**src/rtl/cpwm_pkg.sv**
```systemverilog
package cpwm_pkg;

  // Pair of edge requests reaching one output register in a clock.
  typedef struct packed {
    logic set;
    logic clr;
  } edge_req_t;

  // Next level of a switched output: a lone request wins;
  // none, or both together, keep the present level.
  function automatic logic resolve_edge(input logic cur, input edge_req_t req);
    logic nxt;
    nxt = cur;
    if (req.set && !req.clr) nxt = 1'b1;
    if (req.clr && !req.set) nxt = 1'b0;
    return nxt;
  endfunction

endpackage

```
**src/rtl/cpwm_carrier.sv**
```systemverilog
module cpwm_carrier #(
  parameter int CW = 16
) (
  input  logic          clk,
  input  logic          rst_n,
  input  logic          run_i,
  input  logic [CW-1:0] period_i,
  input  logic [CW-1:0] dead_i,
  output logic          act_o,
  output logic          trough_o,
  output logic          crest_o,
  output logic          up_o,
  output logic [CW-1:0] trail_o,
  output logic [CW-1:0] lead_o
);

  // Top of the trailing carrier: period minus dead time.
  function automatic logic [CW-1:0] span(input logic [CW-1:0] per, input logic [CW-1:0] dt);
    return per - dt;
  endfunction

  logic          act_q;
  logic          up_q;
  logic [CW-1:0] cnt_q;
  logic [CW-1:0] per_q;
  logic [CW-1:0] dead_q;
  logic [CW-1:0] top_s;
  logic [CW-1:0] top_new;
  logic [CW-1:0] top_eff;
  logic [CW-1:0] cnt_nxt;
  logic          up_nxt;

  assign top_s    = span(per_q, dead_q);
  assign top_new  = span(period_i, dead_i);
  assign trough_o = act_q && (cnt_q == '0);
  assign crest_o  = act_q && (cnt_q == top_s) && (cnt_q != '0);
  // the trough starts a new carrier with freshly sampled limits
  assign top_eff  = trough_o ? top_new : top_s;
  assign cnt_nxt  = up_q ? cnt_q + CW'(1) : cnt_q - CW'(1);
  assign up_nxt   = up_q ? (cnt_nxt != top_eff) : (cnt_nxt == '0);

  always_ff @(posedge clk or negedge rst_n) begin
    if (!rst_n) begin
      act_q  <= 1'b0;
      up_q   <= 1'b1;
      cnt_q  <= '0;
      per_q  <= '0;
      dead_q <= '0;
    end else if (!run_i) begin
      act_q <= 1'b0;
      up_q  <= 1'b1;
      cnt_q <= '0;
    end else if (!act_q) begin
      act_q <= 1'b1;
      up_q  <= 1'b1;
      cnt_q <= '0;
    end else begin
      cnt_q <= cnt_nxt;
      up_q  <= up_nxt;
      if (trough_o) begin
        per_q  <= period_i;
        dead_q <= dead_i;
      end
    end
  end

  assign act_o   = act_q;
  assign up_o    = up_q;
  assign trail_o = cnt_q;
  assign lead_o  = cnt_q + dead_q;

  AST_SPAN_BOUND: assert property (@(posedge clk) disable iff (!rst_n)
    (act_q && !trough_o) |-> (cnt_q <= top_s));
  AST_CREST_TURN: assert property (@(posedge clk) disable iff (!rst_n)
    (crest_o && run_i) |=> (cnt_q == $past(cnt_q) - CW'(1)));
  AST_STOP_RESTART: assert property (@(posedge clk) disable iff (!rst_n)
    !run_i |=> (!act_q && cnt_q == '0));

endmodule

```
**src/rtl/cpwm_phase.sv**
```systemverilog
module cpwm_phase
  import cpwm_pkg::*;
#(
  parameter int CW = 16
) (
  input  logic          clk,
  input  logic          rst_n,
  input  logic          run_i,
  input  logic          act_i,
  input  logic          trough_i,
  input  logic          crest_i,
  input  logic          up_i,
  input  logic [CW-1:0] trail_i,
  input  logic [CW-1:0] lead_i,
  input  logic [CW-1:0] duty_i,
  input  logic [CW-1:0] dead_i,
  output logic          pos_o,
  output logic          neg_o
);

  logic [CW-1:0] duty_q;
  logic          pos_q;
  logic          neg_q;
  logic          pos_hit;
  logic          neg_hit;
  edge_req_t     pos_req;
  edge_req_t     neg_req;

  // Matches are taken on the rising or falling slope; the crest
  // belongs to both slopes, so a crest match requests both edges.
  assign pos_hit = !trough_i && (trail_i == duty_q);
  assign neg_hit = !trough_i && (lead_i == duty_q);
  assign pos_req = '{set: pos_hit && (up_i || crest_i),
                     clr: pos_hit && (!up_i || crest_i)};
  assign neg_req = '{set: neg_hit && (!up_i || crest_i),
                     clr: neg_hit && (up_i || crest_i)};

  always_ff @(posedge clk or negedge rst_n) begin
    if (!rst_n) begin
      duty_q <= '0;
      pos_q  <= 1'b0;
      neg_q  <= 1'b0;
    end else if (!run_i || !act_i) begin
      pos_q <= 1'b0;
      neg_q <= 1'b0;
    end else if (trough_i) begin
      duty_q <= duty_i;
      pos_q  <= (duty_i == '0);
      neg_q  <= (duty_i > dead_i);
    end else begin
      pos_q <= resolve_edge(pos_q, pos_req);
      neg_q <= resolve_edge(neg_q, neg_req);
    end
  end

  assign pos_o = pos_q;
  assign neg_o = neg_q;

  AST_NO_OVERLAP: assert property (@(posedge clk) disable iff (!rst_n)
    !(pos_q && neg_q));
  AST_POS_COINCIDE: assert property (@(posedge clk) disable iff (!rst_n)
    (run_i && act_i && !trough_i && pos_req.set && pos_req.clr) |=> $stable(pos_q));
  AST_NEG_COINCIDE: assert property (@(posedge clk) disable iff (!rst_n)
    (run_i && act_i && !trough_i && neg_req.set && neg_req.clr) |=> $stable(neg_q));
  AST_ZERO_DUTY: assert property (@(posedge clk) disable iff (!rst_n)
    (run_i && trough_i && duty_i == '0) |=> (pos_q && !neg_q));
  AST_STOP_IDLE: assert property (@(posedge clk) disable iff (!rst_n)
    !run_i |=> (!pos_q && !neg_q));

endmodule

```
**src/rtl/cpwm_sync_toggle.sv**
```systemverilog
module cpwm_sync_toggle (
  input  logic clk,
  input  logic rst_n,
  input  logic run_i,
  input  logic act_i,
  input  logic crest_i,
  input  logic trough_i,
  input  logic en_i,
  output logic tgl_o
);

  logic en_q;
  logic tgl_q;
  logic en_rise;
  logic flip;

  assign en_rise = en_i && !en_q;
  assign flip    = en_i && (crest_i || trough_i);

  always_ff @(posedge clk or negedge rst_n) begin
    if (!rst_n) begin
      en_q  <= 1'b0;
      tgl_q <= 1'b1;
    end else begin
      en_q <= en_i;
      if (!run_i || !act_i) tgl_q <= 1'b1;
      else if (en_rise)     tgl_q <= 1'b1;
      else if (flip)        tgl_q <= ~tgl_q;
    end
  end

  assign tgl_o = tgl_q;

  AST_TGL_INIT: assert property (@(posedge clk) disable iff (!rst_n)
    en_rise |=> tgl_q);
  AST_TGL_FLIP: assert property (@(posedge clk) disable iff (!rst_n)
    (run_i && act_i && en_i && en_q && (crest_i || trough_i)) |=> (tgl_q != $past(tgl_q)));
  AST_TGL_HOLD: assert property (@(posedge clk) disable iff (!rst_n)
    (run_i && act_i && !en_i) |=> $stable(tgl_q));
  AST_TGL_IDLE: assert property (@(posedge clk) disable iff (!rst_n)
    !run_i |=> tgl_q);

endmodule

```
**src/rtl/cpwm_gen.sv**
```systemverilog
module cpwm_gen #(
  parameter int CW  = 16,
  parameter int NPH = 3
) (
  input  logic              clk,
  input  logic              rst_n,
  input  logic              run_i,
  input  logic [CW-1:0]     period_i,
  input  logic [CW-1:0]     dead_i,
  input  logic [NPH*CW-1:0] duty_i,
  input  logic              tgl_en_i,
  output logic [NPH-1:0]    pos_o,
  output logic [NPH-1:0]    neg_o,
  output logic              tgl_o
);

  logic          act;
  logic          trough;
  logic          crest;
  logic          up;
  logic [CW-1:0] trail;
  logic [CW-1:0] lead;

  cpwm_carrier #(.CW(CW)) u_carrier (
    .clk      (clk),
    .rst_n    (rst_n),
    .run_i    (run_i),
    .period_i (period_i),
    .dead_i   (dead_i),
    .act_o    (act),
    .trough_o (trough),
    .crest_o  (crest),
    .up_o     (up),
    .trail_o  (trail),
    .lead_o   (lead)
  );

  for (genvar k = 0; k < NPH; k++) begin : g_phase
    cpwm_phase #(.CW(CW)) u_phase (
      .clk      (clk),
      .rst_n    (rst_n),
      .run_i    (run_i),
      .act_i    (act),
      .trough_i (trough),
      .crest_i  (crest),
      .up_i     (up),
      .trail_i  (trail),
      .lead_i   (lead),
      .duty_i   (duty_i[k*CW +: CW]),
      .dead_i   (dead_i),
      .pos_o    (pos_o[k]),
      .neg_o    (neg_o[k])
    );
  end

  cpwm_sync_toggle u_toggle (
    .clk      (clk),
    .rst_n    (rst_n),
    .run_i    (run_i),
    .act_i    (act),
    .crest_i  (crest),
    .trough_i (trough),
    .en_i     (tgl_en_i),
    .tgl_o    (tgl_o)
  );

  AST_CREST_TROUGH_EXCL: assert property (@(posedge clk) disable iff (!rst_n)
    !(crest && trough));

endmodule

```
**config.mk**
```make
export PLATFORM = sky130hd
export DESIGN_NAME = cpwm_gen
export DESIGN_NICKNAME = d
export VERILOG_FILES = /design/src/rtl/cpwm_pkg.sv /design/src/rtl/cpwm_carrier.sv /design/src/rtl/cpwm_phase.sv /design/src/rtl/cpwm_sync_toggle.sv /design/src/rtl/cpwm_gen.sv
export SDC_FILE = /design/constraint.sdc
export NUM_CORES = 1
export LEC_CHECK = 0
export ABC_AREA = 1
export ABC_CLOCK_PERIOD_IN_PS = 4230
export BUFFER_PORTS_ARGS = -buffer_cell sky130_fd_sc_hd__buf_2
export CAP_MARGIN = 20
export CORE_MARGIN = 3
export CORE_UTILIZATION = 40
export DETAILED_ROUTE_END_ITERATION = 16
export GPL_ROUTABILITY_DRIVEN = 0
export SYNTH_ARGS = -nofsm -noshare
export SYNTH_HDL_FRONTEND = slang
export SYNTH_SLANG_ARGS = --single-unit
export TNS_END_PERCENT = 30
```
**constraint.sdc**
```tcl
create_clock -name clk -period 4.23 [get_ports clk]
set_clock_uncertainty 0.2 [all_clocks]
set_input_delay 0.6345 -clock clk [delete_from_list [all_inputs] [get_ports clk]]
set_output_delay 0.6345 -clock clk [all_outputs]
set_load 0.01 [all_outputs]
```
# == After elaboration in Yosys (flattened, before gate mapping) ==
# Cells that the tools add are included.
# op_classes
mul,0
n_mux,35
n_bitwise,2
div,0
n_reduce_logical,71
magnitude_cmp,3
addsub,5
shift,0
eq_ne,8
# op_table
op,count
equality test 16 bit,7
zero test 16 bit,5
two-way mux 16 bit,4
greater-than comparator 16 bit,3
logical AND 1 bit,35
subtractor 16 bit,2
two-way mux 1 bit,31
nonzero test 4 bit,6
zero test 1 bit,17
adder 16 x 1 -> 16 bit (second input constant),1
adder 16 bit,1
!= test 16 bit,1
nonzero test 16 bit,1
subtractor 16 x 1 -> 16 bit (second input constant),1
logical OR 1 bit,4
AND reduction 3 bit,1
nonzero test 3 bit,1
NOT 1 bit,2
AND reduction 2 bit,1
# word_totals
memories,0
latchBits,0
out_inout_bits,7
word_cells,140
rom_bits,0
mem_bits_rw,0
regBits,106
input_bits,84

# == Depth between registers and ports, before layout ==
# logic_depth
depth_word,12
ltp_mapped,24
ltp_nobuf,24

# == Cells and area by module ==
# Synthesis repeated with hierarchy kept, for this count alone.
# hier_totals
cells_unflattened,1778
hier_area_um2,11379.7
# modules_own_cells
module,seq_area_each_um2,instances,cells_each,area_per_inst_um2
cpwm_carrier,1252.5,1,1006,6192.2
cpwm_phase,450.4,3,253,1696.6
cpwm_sync_toggle,51.3,1,13,97.6

# == Worst setup path after synthesis ==
# No wires, ideal clock.
# synth_timing
path_kind,register to register
start,register u_carrier.dead_q[0]
end,register g_phase[1].u_phase.pos_q
setup_time_ns,0.126
synth_period_minus_slack_ns,3.110
n_path_buf,0
stages_incl_launch_ff,18
path_slack_ns,1.120
required_ns,3.904
arrival_ns,2.784
cell_sequence,dfrtp_1 > ha_1 > fa_1 > xor2_1 > nand2_1 > nor2_1 > nand3_1 > nor2_1 > nand3_1 > nor2_1 > nand2_1 > nor2_1 > nand3_1 > nand2_2 > nand2_1 > ha_1 > inv_1 > o32a_1
# synth_between
elab_chain_len,11
word_cells_on_any_way,16
classes_between,add/sub: 1; eq/ne: 1; mux: 3; reduce/logical: 11
# synth_lines
item,line,text
start: declaration,cpwm_carrier.sv:26,logic [CW-1:0] dead_q;
start signal: assignment,cpwm_carrier.sv:62,dead_q <= dead_i;
subtractor 16 bit (*),cpwm_carrier.sv:19,return per - dt;
equality test 16 bit (*),cpwm_carrier.sv:36,assign crest_o = act_q && (cnt_q == top_s) && (cnt_q != '0);
logical AND 1 bit (*) (2 in series),cpwm_carrier.sv:36,
logical OR 1 bit,cpwm_phase.sv:33,"assign pos_req = '{set: pos_hit && (up_i || crest_i),"
logical AND 1 bit,cpwm_phase.sv:33,
zero test 1 bit,cpwm_pkg.sv:15,if (req.clr && !req.set) nxt = 1'b0;
logical AND 1 bit,cpwm_pkg.sv:15,
two-way mux 1 bit,cpwm_pkg.sv:15,
two-way mux 1 bit,cpwm_phase.sv:46,end else if (trough_i) begin
two-way mux 1 bit,cpwm_phase.sv:43,end else if (!run_i || !act_i) begin
end signal: assignment,cpwm_phase.sv:48,pos_q <= (duty_i == '0);
end signal: assignment,cpwm_phase.sv:51,"pos_q <= resolve_edge(pos_q, pos_req);"
end: declaration,cpwm_phase.sv:22,logic pos_q;
# Mark *: on every way between the ends. The rest lies on a longest branch, timed or not.
# A chain may end at the register's enable or synchronous reset.

# == Worst setup path in the final report ==
# Ends and elaborated chain as after synthesis.

==> results.md <==
* Share of layout cells above drive strength 1 at 8.88%
* WL per Instance at 16.8 um
* Routed Antenna Nets at 0
* Number of flops mapped to enable cells by yosys at 0
* Max cap viols at 0
* Crit Path Max Fanout at 5
* Most common cell after layout, fill and taps aside: nand2_1
* Total global routing overflow at 0
* Initial antenna violation count at 0
* Critical path arrival at ~3.8 ns
* Num CTS Buffers at 9
* Power Density at between 300 and 400 nW/um2
* Area Growth Syn to Fin at 9.89%
* Fraction of the cycle the final worst path needs at 88.5%
* CTS tree: built
* Leak at 0.00687 uW
* I/O pin cnt at 91
* Instance count of the mapped netlist at 1774
* Pin slew with the least headroom to its limit at 1.04 ns
* Clk root buf: clkbuf_16
* Commonest non-fill, non-tap cells in the layout: nand2_1 (597), inv_1 (242), nand3_1 (169)
* Sequential area share after synthesis at 23.5%
* Non-filler cells in the finished layout at 2230
* Setup bufs post-CTS at 0
* Total track usage at 24.8%
* Status: complete, no violations
* Max-Slew Margin vs Limit at 30.8%
* Die H at about 170 um
* Hold WC Path Type: in2async
* Worst EP required at 4.29 ns
* # rows at 60
* Global-route wire length before repair at 59500 um
* DRT iter0 DRCs at 877
* CP Class: reg2reg
* Vias per std cell at 5.23
* Critical Path Start Type: register
* Worst Setup End Kind: register
* Initial Utilization at 41.3%
* Die W at 174 um
* Placeable Area at 27400 um2
* Slew Viols, Final at 0
* Cts repair resizes at 0
* Setup TNS at 0 ns
* Largest net degree at the start of global routing at 109
* Final Critical Period at 3.74 ns
* Via Count at 11700
* Yosys cell types at 51
* Hold buffer count at CTS at 0
* PortBufs at 90
* H-tree Lvls at 3
* Vias in the first global route at 11400
* Fmax at 0.267 GHz
* Setup Viol. Count Final at 0
* DPL Wire Length at 30700 um
* Post-synth ARST share at 100%
* Post-Syn Area at 11300 um2
* Final wirelength at 37500 um
* Fin. Hold Viols at 0
* CTS clk-pin slew, worst paths at 0.08 ns
* Worst skew pair latency at 0.37 ns
* VDD IR max at 0.296 mV
* RSZ-0062 raised after global routing: no
* Pre-Repair DR Iteration Count at 7
* Die area at 30300 um2
* Clock Tree Buf Depth at 2
* Placed Instances at 2214
* Avg Inst Size Synth at 6.37 um2
* Predominant post-synthesis flop cell: dfrtp_1
* Synthesis warning total at 0
* Mapped Nets at 1977
* Clock sink count at 106
* Power, Total at approximately 4000 uW
* ANT cells at 0
* Fin nets at 2056
* Post-route DRC violation count at 0
* Synthesized flop and latch total at 106
## state kept, by name, summed over array words and instances (netlist names)
signal,cells
u_toggle.en_q,1
g_phase.u_phase.duty_q,48
u_carrier.per_q,16
u_toggle.tgl_o,1
g_phase.u_phase.neg_o,3
u_carrier.dead_q,16
u_carrier.up_o,1
u_carrier.act_o,1
g_phase.u_phase.pos_o,3
u_carrier.trail_o,16
## synthesized netlist by cell type, types with 2 or more instances
cell type	count	share of area, %
dfrtp_1	104	23
ha_1	115	13
nand4_1	37	2.0
nand3b_1	14	0.93
xor2_2	4	0.58
o211ai_1	2	0.13
a2bb2oi_1	2	0.15
xnor2_1	34	2.6
o21ai_1	5	0.22
nand2_1	597	20
inv_2	8	0.27
xor2_1	24	1.9
o21ai_0	78	3.5
nand4_2	2	0.22
inv_1	242	8.0
nor3_1	12	0.53
nor2_4	3	0.30
nor2_2	3	0.17
buf_6	4	0.40
nor2_1	133	4.4
nand3_2	8	0.71
buf_2	11	0.49
nand3_1	169	7.5
o21a_1	5	0.33
clkbuf_1	12	0.40
buf_4	6	0.40
fa_1	4	0.71
o221ai_1	2	0.15
a21o_1	4	0.27
nand2_2	7	0.39
or2_2	5	0.28
a21oi_1	82	3.6
nor4_1	13	0.72
dfstp_2	2	0.46
o21bai_1	5	0.33
## kinds of logic after synthesis
logic type	share of synthesized area (%)
simple gates	38.5
compound gates	9.28
fa+ha+maj	13.4
buf+inv	10.2
flops	23.5
xor+xnor	5.07
## critical path, stage by stage (launching register included)
cell     delay [ns]
dfrtp_1        0.44
ha_1           0.23
fa_1           0.39
inv_1          0.11
nand2_1        0.09
nand2_1        0.07
nand3_1        0.10
nand3_1        0.11
nand3_1        0.07
nor2_1         0.20
nand3_1        0.12
nor2_1         0.18
nand2_1        0.07
nor2_1         0.11
nand3_1        0.21
nand2_2        0.19
nand2_1        0.08
ha_1           0.28
inv_1          0.05
o32a_1         0.33
## report_power, final
part           switching, uW  total (uW)  internal (uW)
logic                   1200        1860            660
registers                129        1280           1150
clock network            444         911            466
## cell type report
type	instances	area, um2
fillers	2883	15000
multi-input cells	1382	7500
flip-flops and latches	106	2660
inverters	251	942
repair buffers	103	563
well taps	372	465
clock buffers	9	225
clock inverters	7	75.1
## final timing paths
kind | startpoint | end | slack [ns] | depth (start not counted)
setup / recovery | u_carrier.dead_q[0]$_DFFE_PN0P_ | g_phase[1].u_phase.pos_o$_DFFE_PN0P_ | 0.49 | 19
hold / removal | rst_n | g_phase[0].u_phase.pos_o$_DFFE_PN0P_ | 0.15 | 1
setup reg to reg | u_carrier.dead_q[0]$_DFFE_PN0P_ | g_phase[1].u_phase.pos_o$_DFFE_PN0P_ | 0.49 | 19
hold reg to reg | u_carrier.per_q[14]$_DFFE_PN0P_ | u_carrier.per_q[14]$_DFFE_PN0P_ | 0.28 | 2
max in group asynchronous | rst_n | u_carrier.up_o$_DFF_PN1_ | 2.75 | 2
min in group clk | tgl_en_i | u_toggle.en_q$_DFF_PN0_ | 0.21 | 1
## metrics by stage
step | setup WS, ns | instance area [um2] | util, % | hold slack (ns)
after floorplan | 1.12 | 11300 | - | 0.139
after global placement | 0.613 | 12100 | 44.3 | 0.259
after detailed placement | 0.565 | 12100 | 44.3 | 0.268
after CTS | 0.529 | 12400 | 45.4 | 0.167
after global routing | 0.198 | 12400 | 45.4 | 0.210
final | 0.485 | 12400 | 45.4 | 0.148
## per-layer routing
| metal | part of all wire, % | vias to the layer above | wire, um | GRT usage, % |
|---|---|---|---|---|
| met5 | 0 | - | 0 | 0 |
| met3 | 5.5 | 58 | 2050 | 2.82 |
| met1 | 44 | 5364 | 16500 | 32.4 |
| li1 | - | 5895 | - | - |
| met2 | 47 | 343 | 17600 | 42.3 |
| met4 | 3.5 | 0 | 1330 | 9.05 |
Power figures use the tool's default switching activity.
